### src/rtl/hbc_pkg.sv
// Package: shared state encoding for the halt state bus controller.
// Assumes: a single bus clock domain, with state updated on its falling edge.
package hbc_pkg;
    typedef enum logic [0:0] {
        HBC_RUN  = 1'b0,
        HBC_HALT = 1'b1
    } hbc_state_e;
endpackage

### src/rtl/hbc_halt_fsm.sv
// Module: hbc_halt_fsm
// Tracks the run/halted state and produces the standby request pulse.
// Assumes: the event inputs are single-cycle pulses sampled on the falling
// edge of bclk; rst_n is synchronous and active low.
module hbc_halt_fsm
    import hbc_pkg::*;
(
    input  logic bclk,
    input  logic rst_n,
    input  logic halt_ev,
    input  logic sleep_ev,
    input  logic stby_en,
    input  logic iack,
    output logic halted,
    output logic stby_req
);
    hbc_state_e state_q, state_d;
    logic       stby_d;

    // Next-state choice: a release takes precedence over any entry event.
    always_comb begin
        state_d = state_q;
        stby_d  = 1'b0;
        unique case (state_q)
            HBC_RUN: begin
                if (halt_ev || (sleep_ev && !stby_en))
                    state_d = HBC_HALT;
                else if (sleep_ev && stby_en)
                    stby_d = 1'b1;
            end
            HBC_HALT: begin
                if (iack)
                    state_d = HBC_RUN;
            end
            default: state_d = HBC_RUN;
        endcase
    end

    // State and pulse registers, updated on the falling bus-clock edge.
    always_ff @(negedge bclk) begin
        if (!rst_n) begin
            state_q  <= HBC_RUN;
            stby_req <= 1'b0;
        end else begin
            state_q  <= state_d;
            stby_req <= stby_d;
        end
    end

    assign halted = (state_q == HBC_HALT);


    hold_until_ack_chk: assert property (@(negedge bclk) disable iff (!rst_n)
        (halted && !iack) |=> halted);


    ack_release_chk: assert property (@(negedge bclk) disable iff (!rst_n)
        (halted && iack) |=> !halted);


    halt_entry_chk: assert property (@(negedge bclk) disable iff (!rst_n)
        (!halted && halt_ev) |=> halted);


    stby_no_halt_chk: assert property (@(negedge bclk) disable iff (!rst_n)
        (!halted && sleep_ev && stby_en && !halt_ev) |=> (stby_req && !halted));


    stby_single_chk: assert property (@(negedge bclk) disable iff (!rst_n)
        stby_req |=> !stby_req);
endmodule

### src/rtl/hbc_bus_gate.sv
// Module: hbc_bus_gate
// Combines the halted state with the bus grant to decide on bus drive and
// refresh permission.
// Assumes: bgrant_act means that another master owns the bus right now.
module hbc_bus_gate (
    input  logic halted,
    input  logic bgrant_act,
    input  logic rfsh_req,
    output logic bus_drive,
    output logic rfsh_go
);
    // Drive and refresh gating: neither is allowed while the bus is granted.
    always_comb begin
        bus_drive = halted && !bgrant_act;
        rfsh_go   = rfsh_req && !bgrant_act;
    end
endmodule

### src/rtl/halt_bus_ctl.sv
// Module: halt_bus_ctl (top)
// Halt state bus controller: the halt FSM plus gating of the bus drive and
// of refresh.
// Assumes: all inputs are synchronous to bclk; reset is synchronous, active
// low, and sampled on the falling edge.
module halt_bus_ctl (
    input  logic bclk,
    input  logic rst_n,
    input  logic halt_ev,
    input  logic sleep_ev,
    input  logic stby_en,
    input  logic iack,
    input  logic rfsh_req,
    input  logic bgrant_act,
    output logic halt_n,
    output logic bus_drive,
    output logic stby_req,
    output logic rfsh_go
);
    logic halted;

    hbc_halt_fsm i_fsm (
        .bclk     (bclk),
        .rst_n    (rst_n),
        .halt_ev  (halt_ev),
        .sleep_ev (sleep_ev),
        .stby_en  (stby_en),
        .iack     (iack),
        .halted   (halted),
        .stby_req (stby_req)
    );

    hbc_bus_gate i_gate (
        .halted     (halted),
        .bgrant_act (bgrant_act),
        .rfsh_req   (rfsh_req),
        .bus_drive  (bus_drive),
        .rfsh_go    (rfsh_go)
    );

    // Status output: active-low copy of the halted state.
    always_comb halt_n = !halted;


    grant_keeps_halt_chk: assert property (@(negedge bclk) disable iff (!rst_n)
        (!halt_n && bgrant_act && !iack) |=> !halt_n);


    rfsh_no_effect_chk: assert property (@(negedge bclk) disable iff (!rst_n)
        (rfsh_req && !iack && !halt_ev && !sleep_ev) |=> $stable(halt_n));


    drive_vs_grant_chk: assert property (@(negedge bclk) disable iff (!rst_n)
        bgrant_act |-> !bus_drive);


    reset_clear_chk: assert property (@(negedge bclk)
        !rst_n |=> (halt_n && !stby_req));
endmodule

### config.mk
export PLATFORM = sky130hd
export DESIGN_NAME = halt_bus_ctl
export DESIGN_NICKNAME = d
export VERILOG_FILES = /design/src/rtl/hbc_pkg.sv /design/src/rtl/hbc_halt_fsm.sv /design/src/rtl/hbc_bus_gate.sv /design/src/rtl/halt_bus_ctl.sv
export SDC_FILE = /design/constraint.sdc
export NUM_CORES = 1
export LEC_CHECK = 0
export BUFFER_PORTS_ARGS = -buffer_cell sky130_fd_sc_hd__buf_2
export CAP_MARGIN = 20
export CORE_AREA = 2 2 39 41
export DETAILED_ROUTE_END_ITERATION = 12
export DIE_AREA = 0 0 41 43
export GPL_ROUTABILITY_DRIVEN = 0
export MAX_ROUTING_LAYER = met4
export PLACE_DENSITY = 0.3
export SYNTH_ARGS = -nofsm -noshare
export SYNTH_HDL_FRONTEND = slang
export SYNTH_HIERARCHICAL = 1
export SYNTH_SLANG_ARGS = --single-unit
### constraint.sdc
create_clock -name bclk -period 1.9 [get_ports bclk]
set_input_delay 0.285 -clock bclk [delete_from_list [all_inputs] [get_ports bclk]]
set_output_delay 0.285 -clock bclk [all_outputs]
set_load 0.1 [all_outputs]
==> results.sh, run 1 <==
export IMPL_start_kind="register"
export IMPL_cts_buffers=3
export IMPL_wirelength_um=357
export IMPL_max_cap_violations=0
export IMPL_drcViolationCount=0
export IMPL_status="complete, but fails checks"
export IMPL_dr_pass1_iters=1
export IMPL_critPathMaxFanout=4
export IMPL_r2r_cells=2
export IMPL_ctsResizeCount=0
export IMPL_yosysSeqAreaShare=0.444
export IMPL_grt_usage=0.0575
export IMPL_p_leak_uw=0.000125
export IMPL_synth_top_area_frac=0.444
export IMPL_power_total_uw=231
export IMPL_ys_top_cells_by_count="nor2b_1 (3), dfxtp_1 (2), inv_1 (2)"
export IMPL_synth_compound_area_share=0.111
export IMPL_grt_pass1_vias=170
export IMPL_violations="setup timing"
export IMPL_wl_per_cell_um=8.30
export IMPL_grt_pass1_wl_um=572
export IMPL_area_growth_syn_to_layout_pct=192
export IMPL_vias=139
export IMPL_synth_most_common_cell="nor2b_1"
export IMPL_relSlewSlack=0.679
export IMPL_antenna_found_initial=0
export IMPL_initial_core_util=0.0651
export IMPL_p_per_area_nw_per_um2=878
export IMPL_yosys_area_share_adder=0
export IMPL_postSynthAreaPerCell_um2=8.19
export IMPL_async_flop_share=0
export IMPL_yosys_warnings=6
export IMPL_synth_top_area_cell="dfxtp_1"
export IMPL_synth_top_family_by_area="simple AND/OR/NAND/NOR gates"
export IMPL_grt_remaining_overflow=0
export IMPL_synth_nets=19
export IMPL_insertedDiodeCount=0
export IMPL_synth_area_um2=90.1
export IMPL_rsz0062_at_grt="true"
export IMPL_path_class="reg2out"
export IMPL_h_tree_depth=1
export IMPL_synth_cells=11
export IMPL_synth_xor_area_share=0
export IMPL_ios=12
export IMPL_dieWidth_um=41
export IMPL_grt_max_degree=5
export IMPL_drive_gt1_frac=0.741
export IMPL_coreArea_um2=1380
export IMPL_port_buffers=11
export IMPL_hold_path_depth=2
export IMPL_synth_edf_count=0
export IMPL_post_route_util=0.190
export IMPL_arrival_ps=1920
export IMPL_cts_num_sinks=2
export IMPL_nets=37
export IMPL_regArea_um2=45.0
export IMPL_ctsLongestPathBuffers=2
export IMPL_clock_skew_ps=1.99
export IMPL_final_max_slew_viol_count=0
export IMPL_multiInputGateArea_um2=52.6
export IMPL_holdWs_ps=550
export IMPL_viasPerCell=3.23
export IMPL_rows=14
export IMPL_yosys_area_share_simple=0.361
export IMPL_critPathCaptureType="output pin"
export IMPL_tightest_slew_ps=485
export IMPL_synth_mux_area_frac=0
export IMPL_die_area_um2=1760
export IMPL_postCtsSetupBuffers=1
export IMPL_nFillCells=163
export IMPL_timing_setup_tns_ps=-648
export IMPL_clock_root_buffer="clkbuf_4"
export IMPL_final_hold_violation_count=0
export IMPL_synthFlopType="dfxtp_1"
export IMPL_fin_ws_ps=-309
export IMPL_ant_nets=0
export IMPL_synthTopCellsByArea="dfxtp_1 (44%), nor2b_1 (21%), o311a_1 (11%)"
export IMPL_clk_latency_ps=280
export IMPL_required_ps=1620
export IMPL_cts_tree="built"
export IMPL_hold_buffers=0
export IMPL_clkTransAtPathRegs_ps=30
export IMPL_ys_types=7
export IMPL_ys_ff_latch=2
export IMPL_drtIter0Drc=0
export IMPL_hp_class="reg2reg"
export IMPL_setup_viol=3
export IMPL_ir_drop_v=0.000245
export IMPL_die_h_um=43
==> layout make-up <==
type	instances	share of cell area
Inverter	1	0.0286
Timing Repair Buffer	12	0.410
Clock inverter	2	0.0286
Multi-Input combinational cell	7	0.200
Tap cell	16	0.0762
Clock buffer	3	0.0857
Sequential cell	2	0.171
==> final timing paths <==
check | from | endpoint | slack, ps
worst max-delay path | i_fsm/halted$_SDFF_NN0_ | bus_drive | -310
worst min-delay path | i_fsm/halted$_SDFF_NN0_ | i_fsm/stby_req$_SDFF_NP0_ | 550
worst max register to register | i_fsm/halted$_SDFF_NN0_ | i_fsm/halted$_SDFF_NN0_ | 990
worst min register to register | i_fsm/halted$_SDFF_NN0_ | i_fsm/stby_req$_SDFF_NP0_ | 550
==> power by group <==
part	switching, uW	internal, uW
Sequential	3.35	45.0
Combinational	45.8	28.0
Clock	32.9	75.7
==> layout by cell type (no fill, tap or decap) <==
cell        instances
inv_1               2
nand3_1             1
o311a_1             1
nand2_1             1
nor3_1              1
clkbuf_4            3
buf_12              3
buf_2               8
nor2b_2             1
nor2b_1             1
dfxtp_4             1
clkinvlp_4          1
buf_4               1
nor2b_4             1
dfxtp_2             1
==> state kept, by name, summed over array words and instances (netlist names) <==
name / flops
i_fsm/halted: 1
i_fsm/stby_req: 1
==> routing by layer <==
layer	part of all wire	up-vias	wire length, um	GRT usage
met5	0	-	0	-
met4	0	0	0	0.0733
met3	0.27	0	95	0.0628
met2	0.41	12	146	0.0563
met1	0.32	58	114	0.0479
li1	-	69	-	-
==> kinds of logic (layout without fill, tap and decap cells) <==
| family | after synthesis | count (layout) |
|---|---|---|
| AND/OR/NAND/NOR | 6 | 6 |
| flip-flops | 2 | 2 |
| buffers and inverters | 2 | 18 |
| AO/OA/AOI/OAI | 1 | 1 |
==> worst max-delay path, stage by stage, from the launching register on <==
cell and delay, ps:
dfxtp_4 360, nor2b_4 160, buf_12 180
==> per-stage QoR <==
step | instances | setup slack, ps | instance area [um2]
floorplan | 11 | -219 | 109
global placement | 38 | -33.7 | 229
detailed placement | 38 | -38.1 | 229
CTS | 43 | -326 | 263
global route | 43 | -347 | 263
finish | 43 | -309 | 263
(Power assumes the default switching activity.)
==> inputs of run 2 (changes only) <==
--- a/config.mk
+++ b/config.mk
@@ -13,6 +13,7 @@
 export GPL_ROUTABILITY_DRIVEN = 0
 export MAX_ROUTING_LAYER = met4
 export PLACE_DENSITY = 0.3
+export RECOVER_POWER = 100
 export SYNTH_ARGS = -nofsm -noshare
 export SYNTH_HDL_FRONTEND = slang
 export SYNTH_HIERARCHICAL = 1
==> results.sh, run 2 (synthesis gave the netlist of run 1 again) <==
export IMPL_status="complete, but fails checks"
export IMPL_violations="setup timing"
export IMPL_tightest_slew_ps=1160
export IMPL_cp_startpoint="i_fsm/halted$_SDFF_NN0_"
export IMPL_grt_usage=0.0575
export IMPL_grt_remaining_overflow=0
export IMPL_vias=139
export IMPL_dieWidth_um=41
export IMPL_ctsResizeCount=0
export IMPL_wirelength_um=352
export IMPL_cp_cell_sequence="nor2b_4, buf_12"
export IMPL_antenna_found_initial=0
export IMPL_critPathMaxFanout=4
export IMPL_start_kind="register"
export IMPL_setup_viol=3
export IMPL_clkTransAtPathRegs_ps=30
export IMPL_p_leak_uw=0.000119
export IMPL_cts_tree="built"
export IMPL_min_from="i_fsm/halted$_SDFF_NN0_"
export IMPL_insertedDiodeCount=0
export IMPL_arrival_ps=1920
export IMPL_layout_commonest_cell="buf_2"
export IMPL_ctsLongestPathBuffers=2
export IMPL_post_route_util=0.188
export IMPL_clock_skew_ps=1.99
export IMPL_cts_buffers=3
export IMPL_final_max_slew_viol_count=0
export IMPL_rsz0062_at_grt="true"
export IMPL_port_buffers=11
export IMPL_coreArea_um2=1380
export IMPL_max_cap_violations=0
export IMPL_path_class="reg2out"
export IMPL_cpMaxStageDelayCell="dfxtp_4"
export IMPL_critPathCaptureType="output pin"
export IMPL_cts_num_sinks=2
export IMPL_reg2reg_from="i_fsm/halted$_SDFF_NN0_"
export IMPL_nets=37
export IMPL_holdWs_ps=550
export IMPL_p_per_area_nw_per_um2=884
export IMPL_crit_path_max_incr_delay_ps=360
export IMPL_die_h_um=43
export IMPL_hp_class="reg2reg"
export IMPL_final_hold_violation_count=0
export IMPL_drive_gt1_frac=0.667
export IMPL_rows=14
export IMPL_hold_path_depth=2
export IMPL_clock_root_buffer="clkbuf_4"
export IMPL_required_ps=1620
export IMPL_relSlewSlack=0.229
export IMPL_grt_pass1_wl_um=572
export IMPL_dr_pass1_iters=1
export IMPL_drtIter0Drc=0
export IMPL_r2r_cells=2
export IMPL_fin_ws_ps=-309
export IMPL_drcViolationCount=0
export IMPL_layout_common_cells="buf_2 (6), clkbuf_4 (3), buf_12 (3), inv_1 (2), clkbuf_1 (2)"
export IMPL_h_tree_depth=1
export IMPL_grt_max_degree=5
export IMPL_dpl_worst_slack_ps=-38.1
export IMPL_ir_drop_v=0.000236
export IMPL_clk_latency_ps=280
export IMPL_die_area_um2=1760
export IMPL_viasPerCell=3.23
export IMPL_hold_buffers=0
export IMPL_wl_per_cell_um=8.19
export IMPL_ant_nets=0
export IMPL_initial_core_util=0.0651
export IMPL_ios=12
export IMPL_grt_pass1_vias=170
export IMPL_area_growth_syn_to_layout_pct=189
-- run 2: changes by cell type in the layout (fill, tap and decap cells not counted), sizes merged --
cell	delta
buf	-2
clkbuf	+2
-- run 2: through the flow --
stage	area [um2]	cells	TNS, ps	power (uW)
2_1_floorplan	109	11	-308	102
3_3_place_gp	229	38	-33.7	129
3_5_place_dp	229	38	-38.1	130
4_1_cts	263	43	-695	240
5_1_grt	260	43	-767	247
6_report	260	43	-648	230
-- run 2: critical path: cells and delay by family, from the launching register on --
| kind | cells | cell delay, ps |
|---|---|---|
| DFF | 1 | 360 |
| buffers and inverters | 1 | 180 |
| and+or+nand+nor | 1 | 160 |
-- run 2: timing repair --
action,in CTS,in global routing
setup endpoints to repair,3,3
buffers inserted,1,0
gates cloned,0,0
-- run 2: area by class of cell --
type	count	area, um2
Sequential cell	2	45.0
Multi-Input combinational cell	7	52.6
Fill cell	161	1120
Tap cell	16	20.0
Inverter	1	7.51
Clock inverter	2	7.51
Timing Repair Buffer	12	105
Clock buffer	3	22.5
-- run 2: final timing paths --
kind	end	slack [ps]
worst max-delay path	bus_drive	-310
worst min-delay path	i_fsm/stby_req$_SDFF_NP0_	550
worst max register to register	i_fsm/halted$_SDFF_NN0_	990
worst min register to register	i_fsm/stby_req$_SDFF_NP0_	550
-- run 2: report_power, final --
group / leakage (uW) / internal (uW) / switching, uW
Clock: 0.0000245 / 75.7 / 32.9
Combinational: 0.0000766 / 27.4 / 45.8
Sequential: 0.0000175 / 45.0 / 3.35
Total: 0.000119 / 148 / 82.0
-- run 2: layer usage --
layer | vias up | wire, um | GRT usage
met1 | 58 | 124 | 0.0479
li1 | 69 | - | -
met2 | 12 | 146 | 0.0563
met3 | 0 | 82 | 0.0628
met4 | 0 | 0 | 0.0733
met5 | - | 0 | -
==> inputs of run 3 (changes only) <==
==> constraint.sdc (replaced) <==
create_clock -name bclk -period 2.3 [get_ports bclk]
set_input_delay 0.345 -clock bclk [delete_from_list [all_inputs] [get_ports bclk]]
set_output_delay 0.345 -clock bclk [all_outputs]
set_load 0.1 [all_outputs]
==> results.sh, run 3 (synthesis gave the netlist of run 1 again) <==
export IMPL_status="complete, but fails checks"
export IMPL_violations="setup timing"
export IMPL_cts_buffers=3
export IMPL_power_total_uw=191
export IMPL_antenna_found_initial=0
export IMPL_p_leak_uw=0.000117
export IMPL_arrival_ps=2110
export IMPL_die_area_um2=1760
export IMPL_critPathCaptureType="output pin"
export IMPL_clock_root_buffer="clkbuf_4"
export IMPL_nets=37
export IMPL_final_max_slew_viol_count=0
export IMPL_start_kind="register"
export IMPL_grt_usage=0.0554
export IMPL_dpl_worst_slack_ps=78.3
export IMPL_hp_class="reg2reg"
export IMPL_initial_core_util=0.0651
export IMPL_relSlewSlack=0.230
export IMPL_coreArea_um2=1380
export IMPL_holdWs_ps=547
export IMPL_ios=12
export IMPL_post_place_cells=38
export IMPL_power_share_switching=0.361
export IMPL_grt_remaining_overflow=0
export IMPL_clkTransAtPathRegs_ps=30
export IMPL_wl_per_cell_um=7.67
export IMPL_final_hold_violation_count=0
export IMPL_dieWidth_um=41
export IMPL_rsz0062_at_grt="true"
export IMPL_area_growth_syn_to_layout_pct=186
export IMPL_tightest_slew_ps=1160
export IMPL_setup_viol=2
export IMPL_power_frac_comb=0.316
export IMPL_rows=14
export IMPL_cts_tree="built"
export IMPL_die_h_um=43
export IMPL_p_per_area_nw_per_um2=742
export IMPL_p_int_uw=122
export IMPL_required_ps=1960
export IMPL_port_buffers=11
export IMPL_critPathMaxFanout=3
export IMPL_viasPerCell=3.14
export IMPL_grt_pass1_vias=139
export IMPL_drive_gt1_frac=0.630
export IMPL_switching_power_uw=68.9
export IMPL_layout_cells_non_filler=43
export IMPL_pwr_share_seq=0.207
export IMPL_drcViolationCount=0
export IMPL_dr_pass1_iters=3
export IMPL_r2r_slack_ps=1380
export IMPL_clock_skew_ps=4.53
export IMPL_layout_commonest_cell="buf_2"
export IMPL_timing_setup_tns_ps=-240
export IMPL_wirelength_um=330
export IMPL_max_cap_violations=0
export IMPL_insertedDiodeCount=0
export IMPL_h_tree_depth=1
export IMPL_layout_common_cells="buf_2 (6), clkbuf_4 (3), buf_12 (3)"
export IMPL_cts_num_sinks=2
export IMPL_grt_max_degree=4
export IMPL_drtIter0Drc=3
export IMPL_grt_pass1_wl_um=496
export IMPL_ant_nets=0
export IMPL_vias=135
export IMPL_path_class="reg2out"
export IMPL_clock_power_share=0.477
export IMPL_ctsLongestPathBuffers=2
export IMPL_clk_latency_ps=280
export IMPL_fin_ws_ps=-159
export IMPL_ir_drop_v=0.000158
==> run 3: cell counts in the layout (fill, tap and decap cells not counted) <==
No cell type changed its count.
==> run 3: routing by layer <==
layer	vias to the layer above	share of wire	GRT usage
li1	68	-	-
met1	55	0.45	0.0575
met2	12	0.33	0.0375
met3	0	0.22	0.0471
met4	0	0	0.100
met5	-	0	-
==> run 3: path summary, 6_finish.rpt <==
check	from	end	cells after the start
setup / recovery	i_fsm/halted$_SDFF_NN0_	bus_drive	2
hold / removal	i_fsm/halted$_SDFF_NN0_	i_fsm/stby_req$_SDFF_NP0_	2
setup reg to reg	i_fsm/halted$_SDFF_NN0_	i_fsm/halted$_SDFF_NN0_	2
hold reg to reg	i_fsm/halted$_SDFF_NN0_	i_fsm/stby_req$_SDFF_NP0_	2
==> run 3: area by class of cell <==
cell class / instances / area (um2)
inverter: 1 / 7.51
timing repair buffer: 12 / 105
clock buffer: 3 / 22.5
sequential: 2 / 45.0
fill: 157 / 1130
multi-input combinational: 7 / 50.0
tap: 16 / 20.0
clock inverter: 2 / 7.51
==> run 3: what timing repair did <==
item | 4_1_cts | 5_1_grt
setup buffers | 1 | 0
resized for setup | 1 | 0
hold buffers | 0 | 0
endpoints found under the setup margin | 2 | 3
==> run 3: power by group through the flow <==
| stage | registers (uW) | logic (uW) | clock network, uW |
|---|---|---|---|
| 3_5_place_dp | 41.1 | 58.1 | 8.17 |
| 5_1_grt | 39.9 | 63.4 | 103 |
| 3_3_place_gp | 40.8 | 57.5 | 8.17 |
| 2_1_floorplan | 43.3 | 32.8 | 8.17 |
| 4_1_cts | 39.6 | 61.2 | 99.6 |
| 6_report | 39.5 | 60.4 | 91.3 |
==> run 3: critical path, stage by stage (launching register included) <==
cell and delay, ps:
dfxtp_4 350, nor2b_4 150, buf_12 180
==> run 3: through the flow <==
stage               cell area (um2)  utilization
floorplan                       104            -
global placement                224        0.162
CTS                             260        0.188
finish                          258        0.186
detailed placement              224        0.162
global route                    258        0.186
